--- src/rtl/sw_slv_pkg.sv ---
package sw_slv_pkg;
  localparam int unsigned FRAME_W = 16;
  localparam int unsigned DATA_W  = 8;
  localparam int unsigned BANK_W  = 4;
  localparam int unsigned OFFS_W  = 8;
  localparam int unsigned ADDR_W  = BANK_W + OFFS_W;
  localparam int unsigned CNT_W   = $clog2(2 * FRAME_W);

  typedef enum logic [1:0] {
    OP_WR  = 2'b00,
    OP_RD  = 2'b01,
    OP_RDC = 2'b10,
    OP_RSV = 2'b11
  } op_e;

  typedef struct packed {
    op_e               op;
    logic              dev;
    logic              rsv;
    logic [BANK_W-1:0] bank;
    logic [OFFS_W-1:0] offs;
  } frame_t;

  typedef enum logic [2:0] {
    ST_FRAME,
    ST_WDATA,
    ST_WRITE,
    ST_RDREQ,
    ST_TX,
    ST_SKIP
  } state_e;
endpackage

--- src/rtl/sw_shift_in.sv ---
module sw_shift_in #(
  parameter int unsigned W     = 16,
  parameter int unsigned CNT_W = 5
) (
  input  logic             clk_i,
  input  logic             rst_ni,
  input  logic             clr_i,
  input  logic             stb_i,
  input  logic             bit_i,
  output logic [W-1:0]     data_o,
  output logic [CNT_W-1:0] cnt_o
);
  always_ff @(posedge clk_i or negedge rst_ni) begin
    if (!rst_ni) begin
      data_o <= '0;
      cnt_o  <= '0;
    end else if (clr_i) begin
      cnt_o  <= '0;
    end else if (stb_i) begin
      data_o <= {data_o[W-2:0], bit_i};
      cnt_o  <= cnt_o + 1'b1;
    end
  end
endmodule

--- src/rtl/sw_crc8.sv ---
module sw_crc8 #(
  parameter int unsigned W    = 8,
  parameter logic [7:0]  POLY = 8'h07,
  parameter logic [7:0]  INIT = 8'h00
) (
  input  logic [W-1:0] data_i,
  output logic [7:0]   crc_o
);
  always_comb begin
    logic [7:0] c;
    c = INIT;
    for (int i = W - 1; i >= 0; i--) begin
      if (c[7] ^ data_i[i]) c = {c[6:0], 1'b0} ^ POLY;
      else                  c = {c[6:0], 1'b0};
    end
    crc_o = c;
  end
endmodule

--- src/rtl/sw_shift_out.sv ---
module sw_shift_out #(
  parameter int unsigned W     = 16,
  parameter int unsigned CNT_W = 5
) (
  input  logic             clk_i,
  input  logic             rst_ni,
  input  logic             load_i,
  input  logic [W-1:0]     data_i,
  input  logic [CNT_W-1:0] len_i,
  input  logic             stb_i,
  output logic             bit_o,
  output logic             busy_o,
  output logic             last_o
);
  logic [W-1:0]     sh_q;
  logic [CNT_W-1:0] rem_q;

  always_ff @(posedge clk_i or negedge rst_ni) begin
    if (!rst_ni) begin
      sh_q  <= '0;
      rem_q <= '0;
    end else if (load_i) begin
      sh_q  <= data_i;
      rem_q <= len_i;
    end else if (stb_i && rem_q != '0) begin
      sh_q  <= {sh_q[W-2:0], 1'b1};
      rem_q <= rem_q - 1'b1;
    end
  end

  assign bit_o  = sh_q[W-1];
  assign busy_o = (rem_q != '0);
  assign last_o = (rem_q == CNT_W'(1));
endmodule

--- src/rtl/sw_slave_decoder.sv ---
module sw_slave_decoder
  import sw_slv_pkg::*;
#(
  parameter logic [7:0] CRC_POLY = 8'h07,
  parameter logic [7:0] CRC_INIT = 8'h00
) (
  input  logic              clk_i,
  input  logic              rst_ni,
  input  logic              bit_stb_i,
  input  logic              bit_i,
  input  logic              dev_sel_i,
  output logic              drv_low_o,
  output logic [ADDR_W-1:0] reg_addr_o,
  output logic              reg_we_o,
  output logic [DATA_W-1:0] reg_wdata_o,
  output logic              reg_re_o,
  input  logic [DATA_W-1:0] reg_rdata_i,
  output logic              bus_err_o
);
  localparam int unsigned TX_W = 2 * DATA_W;

  state_e             st_q;
  frame_t             frm_q, frm_w;
  logic [FRAME_W-1:0] rx_q, rx_next;
  logic [CNT_W-1:0]   cnt, lim, skip_q, skip_len;
  logic               last_bit, rx_clr, err_q;
  logic [DATA_W-1:0]  wdata_q;
  logic [7:0]         crc;
  logic               tx_bit, tx_busy, tx_last, tx_load;
  logic [TX_W-1:0]    tx_data;
  logic [CNT_W-1:0]   tx_len;

  sw_shift_in #(.W(FRAME_W), .CNT_W(CNT_W)) u_rx (
    .clk_i, .rst_ni, .clr_i(rx_clr), .stb_i(bit_stb_i), .bit_i,
    .data_o(rx_q), .cnt_o(cnt)
  );

  assign rx_next = {rx_q[FRAME_W-2:0], bit_i};
  assign frm_w   = frame_t'(rx_next);

  always_comb begin
    unique case (st_q)
      ST_WDATA: lim = CNT_W'(DATA_W);
      ST_SKIP:  lim = skip_q;
      default:  lim = CNT_W'(FRAME_W);
    endcase
  end

  assign last_bit = bit_stb_i && (cnt == lim - 1'b1) &&
                    (st_q inside {ST_FRAME, ST_WDATA, ST_SKIP});
  // strobes outside receive states must not advance the counter
  assign rx_clr   = last_bit || (st_q inside {ST_WRITE, ST_RDREQ, ST_TX});

  // bits owned by the other device after its instruction
  always_comb begin
    unique case (frm_w.op)
      OP_WR, OP_RD: skip_len = CNT_W'(DATA_W);
      OP_RDC:       skip_len = CNT_W'(2 * DATA_W);
      default:      skip_len = '0;
    endcase
  end

  always_ff @(posedge clk_i or negedge rst_ni) begin
    if (!rst_ni) begin
      st_q    <= ST_FRAME;
      frm_q   <= '0;
      skip_q  <= '0;
      wdata_q <= '0;
      err_q   <= 1'b0;
    end else begin
      err_q <= 1'b0;
      unique case (st_q)
        ST_FRAME: if (last_bit) begin
          frm_q <= frm_w;
          if (frm_w.dev != dev_sel_i) begin
            skip_q <= skip_len;
            st_q   <= (skip_len != '0) ? ST_SKIP : ST_FRAME;
          end else begin
            unique case (frm_w.op)
              OP_WR:         st_q <= ST_WDATA;
              OP_RD, OP_RDC: st_q <= ST_RDREQ;
              default: begin
                err_q <= 1'b1;
                st_q  <= ST_FRAME;
              end
            endcase
          end
        end
        ST_WDATA: if (last_bit) begin
          wdata_q <= rx_next[DATA_W-1:0];
          st_q    <= ST_WRITE;
        end
        ST_WRITE: st_q <= ST_FRAME;
        ST_RDREQ: st_q <= ST_TX;
        ST_TX:    if (bit_stb_i && tx_last) st_q <= ST_FRAME;
        ST_SKIP:  if (last_bit) st_q <= ST_FRAME;
        default:  st_q <= ST_FRAME;
      endcase
    end
  end

  sw_crc8 #(.W(DATA_W), .POLY(CRC_POLY), .INIT(CRC_INIT)) u_crc (
    .data_i(reg_rdata_i), .crc_o(crc)
  );

  assign tx_load = (st_q == ST_RDREQ);
  assign tx_data = (frm_q.op == OP_RDC) ? {reg_rdata_i, crc} : {reg_rdata_i, 8'hFF};
  assign tx_len  = (frm_q.op == OP_RDC) ? CNT_W'(2 * DATA_W) : CNT_W'(DATA_W);

  sw_shift_out #(.W(TX_W), .CNT_W(CNT_W)) u_tx (
    .clk_i, .rst_ni, .load_i(tx_load), .data_i(tx_data), .len_i(tx_len),
    .stb_i(bit_stb_i && st_q == ST_TX), .bit_o(tx_bit), .busy_o(tx_busy),
    .last_o(tx_last)
  );

  assign drv_low_o   = (st_q == ST_TX) && tx_busy && !tx_bit;
  assign reg_addr_o  = {frm_q.bank, frm_q.offs};
  assign reg_we_o    = (st_q == ST_WRITE);
  assign reg_wdata_o = wdata_q;
  assign reg_re_o    = (st_q == ST_RDREQ);
  assign bus_err_o   = err_q;
endmodule

--- config.mk ---
export PLATFORM = sky130hd
export DESIGN_NAME = sw_slave_decoder
export DESIGN_NICKNAME = d
export VERILOG_FILES = /design/src/rtl/sw_slv_pkg.sv /design/src/rtl/sw_shift_in.sv /design/src/rtl/sw_crc8.sv /design/src/rtl/sw_shift_out.sv /design/src/rtl/sw_slave_decoder.sv
export SDC_FILE = /design/constraint.sdc
export NUM_CORES = 1
export LEC_CHECK = 0
export ABC_CLOCK_PERIOD_IN_PS = 2700
export BUFFER_PORTS_ARGS = -buffer_cell sky130_fd_sc_hd__buf_2
export CORE_MARGIN = 8
export CORE_UTILIZATION = 59
export DETAILED_ROUTE_END_ITERATION = 12
export GPL_ROUTABILITY_DRIVEN = 0
export GPL_TIMING_DRIVEN = 0
export PLACE_DENSITY_LB_ADDON = 0.2
export RECOVER_POWER = 50
export SYNTH_ARGS = -nofsm -noshare
export SYNTH_HDL_FRONTEND = slang
export SYNTH_HIERARCHICAL = 1
export SYNTH_SLANG_ARGS = --single-unit
--- constraint.sdc ---
create_clock -name clk_i -period 2.7 [get_ports clk_i]
set_input_delay 0.81 -clock clk_i [delete_from_list [all_inputs] [get_ports clk_i]]
set_output_delay 0.81 -clock clk_i [all_outputs]
set_load 0.02 [all_outputs]
==> flow_summary_export.csv, run 1 <==
group,metric,value,unit
critical_path,crit_chain,"inv_1 > ha_2 > nor4b_4 > inv_2 > and4b_1 > buf_2",
die,initial_utilization,61.0,%
detailed_routing,drt_iter0_markers,101,
die,fp.dieH,94.3,microns
run,drv_cap,1,
cells_and_area,utilization,69.8,%
power,power_leakage,1.96,nW
global_route,grt_antenna_before_repair,0,
cells_and_area,fill_cells,435,
sta,hold_violations,0,
yosys,yosysWarnings,6,
die,core_area,5920,sq um
sta,tightest_slew,1680,ps
critical_path,criticalPathCategory,"reg -> out",
detailed_routing,via_per_inst,5.53,
sta,max_freq,383,MHz
run_status,status,"finished, violations left",
place,dp_hpwl,4820,microns
global_route,grt_max_degree,70,
clock_tree,cts.clk_slew.worst_paths,70,ps
clock_tree,clkLatencyLatePin,340,ps
place,dp_cells,425,
clock_tree,cts_tree,"built",
cells_and_area,antennaDiodeCount,0,
die,die_x,94.3,microns
worst_hold_path,min_path_type,"reg -> reg",
cells_and_area,area_growth,14.4,%
global_route,grt_pass1_vias,2423,
detailed_routing,routedWlPerCell,15.8,microns
die,die_area,8880,sq um
sta,relSlewSlack,-11.9,%
critical_path,cp.required,1890,ps
clock_tree,cts_buffers,9,
global_route,grt_first_pass_wirelength,11700,microns
detailed_routing,vias,2463,
yosys,syn_area_per_cell,11.6,sq um
sta,period_needed,2610,ps
sta,rsz0062_at_grt,"false",
place,place_ws,-29.2,ps
yosys,synthCells,312,
clock_tree,cts-root-buf,"clkbuf_8",
critical_path,cpPeakStageDelay,400,ps
critical_path,critPathSlowestCell,"dfrtp_1",
detailed_routing,first_pass_iters,4,
place,placed_area,3900,sq um
clock_tree,cts_buffer_depth,2,
cells_and_area,final_area,4130,sq um
detailed_routing,ant_nets,0,
detailed_routing,wl,7010,microns
detailed_routing,drc_errors,0,
cells_and_area,ff_latch_area,1730,sq um
sta,drv_slew,70,
yosys,synth_area,3610,sq um
power,powerDensity,913,nW/um^2
sta,timing.hold.ws,508,ps
die,ios,37,
sta,tns,0,ps
clock_tree,cts.htree.levels,3,
cells_and_area,multi_input_area,1660,sq um
critical_path,start_kind,"flop",
power,p_total,3.77,mW
clock_tree,ctsHoldBuffers,0,
global_route,grt-ovfl-total,0,
die,core.rowCount,28,
global_route,grtUsageTotal,16.9,%
critical_path,cp.arrival,1800,ps
cells_and_area,nets,385,
critical_path,end_kind,"output pin",
cells_and_area,layout.cells.non_filler,445,
sta,fin_ws,86.8,ps
critical_path,cp_max_fo,5,
sta,period_share,96.8,%
place,port_buffers,36,
power,peakVddDrop,665,uV
sta,setup_violations,0,
clock_tree,cts_sinks,69,
sta,fin_skew,7.07,ps
run_status,violations,"max-capacitance violations, max-slew violations",
cells_and_area,drive_gt1_share,33.5,%
## registers in the layout (all words and copies together) (netlist names)
signal / cells
bus_err_o: 1
frm_q: 2
reg_addr_o: 12
reg_wdata_o: 8
skip_q: 2
st_q: 3
u_rx/cnt_o: 5
u_rx/data_o: 15
u_tx/rem_q: 5
u_tx/sh_q: 16
## layout by cell type (no fill, tap or decap), drive strengths merged, types with 2 or more instances in the layout
master / count
clkinv: 2
mux2: 40
o21ai: 18
xnor2: 16
ha: 7
nand4: 3
and2b: 2
buf: 49
nand2: 5
clkbuf: 29
dfrtp: 69
conb: 3
nor2b: 19
nor3: 3
mux2i: 3
a31oi: 15
nand3: 3
nand2b: 10
nor2: 7
and3: 3
nor4b: 2
clkinvlp: 2
a21oi: 24
xor2: 4
inv: 13
## area by class of cell
type,instances,area share (%)
Tap cell,75,2.27
Clock inverter,6,1.73
Inverter,12,1.09
Buffer,27,4.60
Clock buffer,10,3.33
Multi-Input combinational cell,205,40.2
Timing Repair Buffer,41,5.00
Sequential cell,69,41.8
## metal layers
| metal | share of wire, % | routed length, microns | GRT usage, % | vias to the layer above |
|---|---|---|---|---|
| met2 | 48 | 3340 | 25.3 | 57 |
| met4 | 1.4 | 99 | 7.53 | 0 |
| li1 | - | - | - | 1181 |
| met5 | 0 | 0 | 0 | - |
| met1 | 46 | 3230 | 22.2 | 1215 |
| met3 | 5.0 | 348 | 4.48 | 10 |
## repair_timing
action	CTS	global route
gates resized for setup	1	1
endpoints found under the setup margin	1	13
buffers inserted	2	3
## worst paths after layout
kind | from | to | slack (ps) | cells after the start
min reg2reg | reg_wdata_o[4] | reg_wdata_o[4] | 510 | 1
max | u_tx/rem_q[1] | drv_low_o | 90 | 6
min | reg_wdata_o[4] | reg_wdata_o[4] | 510 | 1
min in group asynchronous | rst_ni | u_rx/cnt_o[0] | 900 | 1
max reg2reg | st_q[1] | u_rx/data_o[10] | 260 | 9
max in group asynchronous | rst_ni | u_rx/cnt_o[4] | 790 | 1
## report_power, final
group	internal [mW]	switching, mW
combinational	0.640	0.621
sequential	1.36	0.284
clock	0.458	0.407
total	2.46	1.31
## worst max-delay path, delay by kind of cell, from the launching register on
family,cells,cell delay [ps]
adder cells (fa/ha/maj),1,210
flip-flops,1,400
buffers and inverters,3,360
AND/OR/NAND/NOR,2,500
Power figures use the tool's default switching activity.
==> inputs of run 2 (changes only) <==
--- a/config.mk
+++ b/config.mk
@@ -7,2 +7,3 @@
 export LEC_CHECK = 0
+export ABC_AREA = 1
 export ABC_CLOCK_PERIOD_IN_PS = 2700
@@ -11,2 +12,3 @@
 export CORE_UTILIZATION = 59
+export CTS_CLUSTER_DIAMETER = 100
 export DETAILED_ROUTE_END_ITERATION = 12
--- a/constraint.sdc
+++ b/constraint.sdc
@@ -3,2 +3,2 @@
 set_output_delay 0.81 -clock clk_i [all_outputs]
-set_load 0.02 [all_outputs]
+set_load 0.005 [all_outputs]
==> run 2 against run 1 <==
  * The flow still finishes with violations (max-capacitance violations, max-slew violations)
  * Design area up 6.8%
  * Largest cell class is now multi-input combinational cells
  * Clock power rose by 12%
  * Sequential power decreased by 6%
  * Critical endpoint is now u_rx/data_o[12]
  * Cell count is 37% higher
  * Critical path depth up 6
  * Largest power group is now combinational cells
  * Via count up 29%
  * Clock-buffer cell count unchanged
  * Non-clock buffer count fell by 3
==> flow_summary_export.csv, run 2 <==
group,metric,value,unit
run_status,status,"finished, violations left",
run_status,violations,"max-capacitance violations, max-slew violations",
critical_path,critPathBufInv,5,
place,dp_cells,594,
critical_path,crit_chain,"clkbuf_1 > nand2_1 > nor2_1 > nand3_1 > inv_1 > nand2_1 > clkbuf_1 > a22oi_1 > inv_2 > buf_4 > nand3_1 > nand2_1",
critical_path,start_kind,"primary input",
clock_tree,cts_buffer_depth,2,
clock_tree,ctsHoldBuffers,0,
place,port_buffers,36,
yosys,synth_area,3940,sq um
power,powerDensity,926,nW/um^2
cells_and_area,fill_cells,540,
global_route,grt_antenna_before_repair,0,
sta,drv_slew,70,
power,peakVddDrop,576,uV
sta,tightest_slew,1680,ps
place,dp_hpwl,5990,microns
detailed_routing,drc_errors,0,
cells_and_area,antennaDiodeCount,0,
cells_and_area,layout_common_cells,"nand2_1, dfrtp_1, nand3_1, inv_1, buf_2",
detailed_routing,routedWlPerCell,13.5,microns
worst_hold_path,hold_path_depth,2,
cells_and_area,nets,548,
detailed_routing,via_per_inst,5.22,
worst_hold_path,whs_endpoint,"u_tx/sh_q[0]",
clock_tree,cts.htree.levels,3,
sta,setup_violations,0,
cells_and_area,layout.cells.non_filler,610,
clock_tree,cts_resized,0,
detailed_routing,drt_iter0_markers,137,
critical_path,end_kind,"flop",
detailed_routing,ant_nets,0,
critical_path,cp.arrival,2740,ps
global_route,grtUsageTotal,18.2,%
cells_and_area,area_growth,12.1,%
worst_hold_path,min_path_type,"reg -> reg",
clock_tree,cts_buffers,9,
critical_path,r2r_start,"st_q[0]",
cells_and_area,final_area,4410,sq um
die,die_area,9550,sq um
critical_path,cpPeakStageDelay,300,ps
die,die_x,97.7,microns
critical_path,crit_family,"buffers and inverters",
yosys,yosysWarnings,6,
worst_hold_path,hp-start,"u_tx/sh_q[0]",
sta,timing.hold.ws,475,ps
global_route,grt_pass1_vias,3136,
cells_and_area,multi_input_area,1790,sq um
die,initial_utilization,61.3,%
sta,tns,0,ps
detailed_routing,first_pass_iters,4,
critical_path,critPathSlowestCell,"clkbuf_1",
clock_tree,cts_sinks,69,
detailed_routing,wl,8230,microns
cells_and_area,drive_gt1_share,28.0,%
clock_tree,cts_setup_buffers,0,
critical_path,cpMostUsedCell,"nand2_1",
critical_path,cp.required,2930,ps
clock_tree,cts_tree,"built",
die,core_area,6420,sq um
clock_tree,cts-root-buf,"clkbuf_8",
critical_path,criticalPathCategory,"in -> reg",
die,fp.dieH,97.7,microns
sta,period_share,92.9,%
cells_and_area,largest-register,"u_tx/sh_q",
yosys,syn_area_per_cell,8.22,sq um
die,ios,37,
sta,hold_violations,0,
die,core.rowCount,29,
global_route,grt-ovfl-total,0,
run,drv_cap,1,
cells_and_area,largest_reg_flops,16,
cells_and_area,ff_latch_area,1730,sq um
cells_and_area,final_common_cell,"nand2_1",
critical_path,cp_max_fo,10,
yosys,synthCells,479,
critical_path,regToRegSetupSlack,250,ps
critical_path,r2r_cells,15,
sta,rsz0062_at_grt,"false",
global_route,grt_max_degree,70,
sta,max_freq,399,MHz
global_route,grt_first_pass_wirelength,14300,microns
power,p_total,4.09,mW
critical_path,r2r_end,"u_rx/data_o[12]",
sta,fin_skew,9.98,ps
clock_tree,clkLatencyLatePin,340,ps
sta,relSlewSlack,-12.3,%
detailed_routing,vias,3184,
power,power_leakage,2.37,nW
clock_tree,cts.clk_slew.worst_paths,70,ps
place,placed_area,4230,sq um
sta,period_needed,2510,ps
## run 2: through the flow
step	util (%)	setup slack, ps
3_3_place_gp	65.8	217
6_report	68.7	192
3_5_place_dp	65.8	169
5_1_grt	68.7	21.3
2_1_floorplan	-	636
4_1_cts	69.4	256
## run 2: metal layers
| metal | part of all wire (%) | GRT usage (%) |
|---|---|---|
| met1 | 47 | 22.7 |
| met2 | 49 | 29.6 |
| met3 | 3.2 | 3.94 |
| met4 | 0.75 | 8.39 |
| met5 | 0 | 0 |
## run 2: report_power, final
| group | switching [mW] | internal, mW | total, mW |
|---|---|---|---|
| Sequential | 0.232 | 1.32 | 1.55 |
| Clock | 0.414 | 0.553 | 0.967 |
| Combinational | 0.984 | 0.588 | 1.57 |
## run 2: worst max-delay path by stage
| stage | slack [ps] | cells past startpoint | end | from |
|---|---|---|---|---|
| after CTS | 260 | 5 | drv_low_o | st_q[2] |
| after detailed placement | 170 | 12 | u_rx/data_o[12] | bit_stb_i |
| after global placement | 220 | 12 | u_rx/data_o[8] | bit_stb_i |
| final | 190 | 12 | u_rx/data_o[12] | bit_stb_i |
| after floorplan | 640 | 11 | u_rx/data_o[13] | bit_stb_i |
| after global routing | 20 | 5 | drv_low_o | st_q[2] |
## run 2: layout make-up
| type | count | area share (%) |
|---|---|---|
| multi-input combinational | 338 | 40.6 |
| sequential | 69 | 39.1 |
| buffer | 29 | 4.96 |
| timing repair buffer | 36 | 4.05 |
| inverter | 45 | 3.83 |
| clock buffer | 10 | 3.12 |
| tap | 77 | 2.18 |
| clock inverter | 6 | 2.13 |
## run 2: worst min-delay path, stage by stage, from the launching register on
cell and delay (ps):
dfrtp_1 320, nand2_1 60, nand2_1 60
==> inputs of run 3 (changes only) <==
RECOVER_POWER = 25   (was 50)
==> run 3 against run 2 <==
  * The flow still finishes with violations (max-capacitance violations, max-slew violations)
  * Sequential power barely moved
  * Total power is 0.48% higher
  * Register-to-register slack gained 350 ps
  * Non-clock buffer count unchanged
  * Sequential share of layout area is 0.35 points lower
  * Combinational power about the same
  * Critical path type is now reg -> out
==> flow_summary_export.csv, run 3 (synthesis results as in run 2) <==
group,metric,value,unit
power,peakVddDrop,578,uV
cells_and_area,largest-register,"u_tx/sh_q",
critical_path,r2r_end,"u_rx/data_o[12]",
power,power_leakage,2.38,nW
power,p_total,4.11,mW
global_route,grt_first_pass_wirelength,14300,microns
die,core_area,6420,sq um
detailed_routing,wl,8240,microns
worst_hold_path,whs_endpoint,"reg_wdata_o[2]",
critical_path,criticalPathCategory,"reg -> out",
die,ios,37,
clock_tree,cts.htree.levels,3,
clock_tree,cts_sinks,69,
detailed_routing,via_per_inst,5.24,
cells_and_area,antennaDiodeCount,0,
run_status,status,"finished, violations left",
critical_path,r2r_start,"st_q[0]",
place,dp_hpwl,5990,microns
sta,fin_skew,9.14,ps
detailed_routing,drt_iter0_markers,137,
clock_tree,cts_buffer_depth,2,
global_route,grt-ovfl-total,0,
sta,drv_slew,70,
sta,tightest_slew,1670,ps
worst_hold_path,min_path_type,"reg -> reg",
place,port_buffers,36,
clock_tree,cts-root-buf,"clkbuf_8",
critical_path,regToRegSetupSlack,600,ps
run_status,violations,"max-capacitance violations, max-slew violations",
cells_and_area,largest_reg_flops,16,
clock_tree,cts.clk_slew.worst_paths,80,ps
run,drv_cap,1,
critical_path,r2r_cells,14,
sta,relSlewSlack,-11.3,%
die,fp.dieH,97.7,microns
sta,rsz0062_at_grt,"false",
detailed_routing,drc_errors,0,
worst_hold_path,hp-start,"reg_wdata_o[2]",
clock_tree,cts_resized,0,
cells_and_area,layout_common_cells,"nand2_1, dfrtp_1, nand3_1, buf_2, inv_1",
die,core.rowCount,29,
sta,hold_violations,0,
sta,tns,0,ps
sta,period_needed,2400,ps
critical_path,start_kind,"flop",
clock_tree,cts_tree,"built",
cells_and_area,area_growth,13.1,%
cells_and_area,final_common_cell,"nand2_1",
clock_tree,ctsHoldBuffers,0,
worst_hold_path,hold_path_depth,2,
detailed_routing,routedWlPerCell,13.5,microns
sta,max_freq,417,MHz
cells_and_area,nets,548,
detailed_routing,first_pass_iters,4,
clock_tree,cts_buffers,9,
detailed_routing,vias,3199,
clock_tree,cts_setup_buffers,0,
global_route,grt_antenna_before_repair,0,
sta,timing.hold.ws,477,ps
clock_tree,clkLatencyLatePin,350,ps
detailed_routing,ant_nets,0,
global_route,grt_pass1_vias,3136,
global_route,grt_max_degree,70,
sta,setup_violations,0,
power,powerDensity,923,nW/um^2
critical_path,end_kind,"output pin",
die,die_x,97.7,microns
critical_path,cp.required,1890,ps
critical_path,cp_max_fo,6,
cells_and_area,drive_gt1_share,29.3,%
die,die_area,9550,sq um
critical_path,cp.arrival,1590,ps
global_route,grtUsageTotal,18.2,%
sta,period_share,88.8,%
die,initial_utilization,61.3,%
[run 3: cell type report]
class,instances,area [sq um]
well taps,77,96.3
inverters,45,169
clock buffers,10,138
fillers,531,1970
repair buffers,36,180
clock inverters,6,93.8
multi-input cells,338,1820
plain buffers,29,234
flip-flops and latches,69,1730
[run 3: worst max-delay path by stage]
stage | start | to | slack (ps) | cells past startpoint
finish | st_q[2] | drv_low_o | 300 | 5
CTS | st_q[2] | drv_low_o | 260 | 5
global route | st_q[2] | drv_low_o | 20 | 5
global placement | bit_stb_i | u_rx/data_o[8] | 220 | 12
detailed placement | bit_stb_i | u_rx/data_o[12] | 170 | 12
floorplan | bit_stb_i | u_rx/data_o[13] | 640 | 11
[run 3: routing by layer]
metal / global-route usage (%) / routed length, microns / share of wire (%) / vias to the layer above
met5: 0 / 0 / 0 / -
met4: 8.39 / 52 / 0.63 / 0
met1: 22.7 / 3780 / 46 / 1538
met3: 3.94 / 364 / 4.4 / 4
met2: 29.6 / 4030 / 49 / 65
li1: - / - / - / 1592
[run 3: critical path: stages (launching register included)]
cell     delay (ps)
dfrtp_1         470
inv_1           110
nor3_1          330
nand2_1         120
nor2_1          100
buf_2           110
[run 3: power breakdown]
part	internal, mW	total (mW)	leakage (nW)	switching, mW
logic	0.589	1.59	1.36	0.999
registers	1.32	1.55	0.914	0.231
clock network	0.553	0.971	0.113	0.417
total	2.46	4.11	2.38	1.65
[run 3: metrics by stage]
step	utilization, %	cells	area, sq um	worst slack, ps
after detailed placement	65.8	594	4230	169
after floorplan	-	481	3950	636
final	69.4	610	4450	303
after global routing	69.4	610	4450	21.3
after CTS	69.4	610	4460	256
after global placement	65.8	594	4220	217
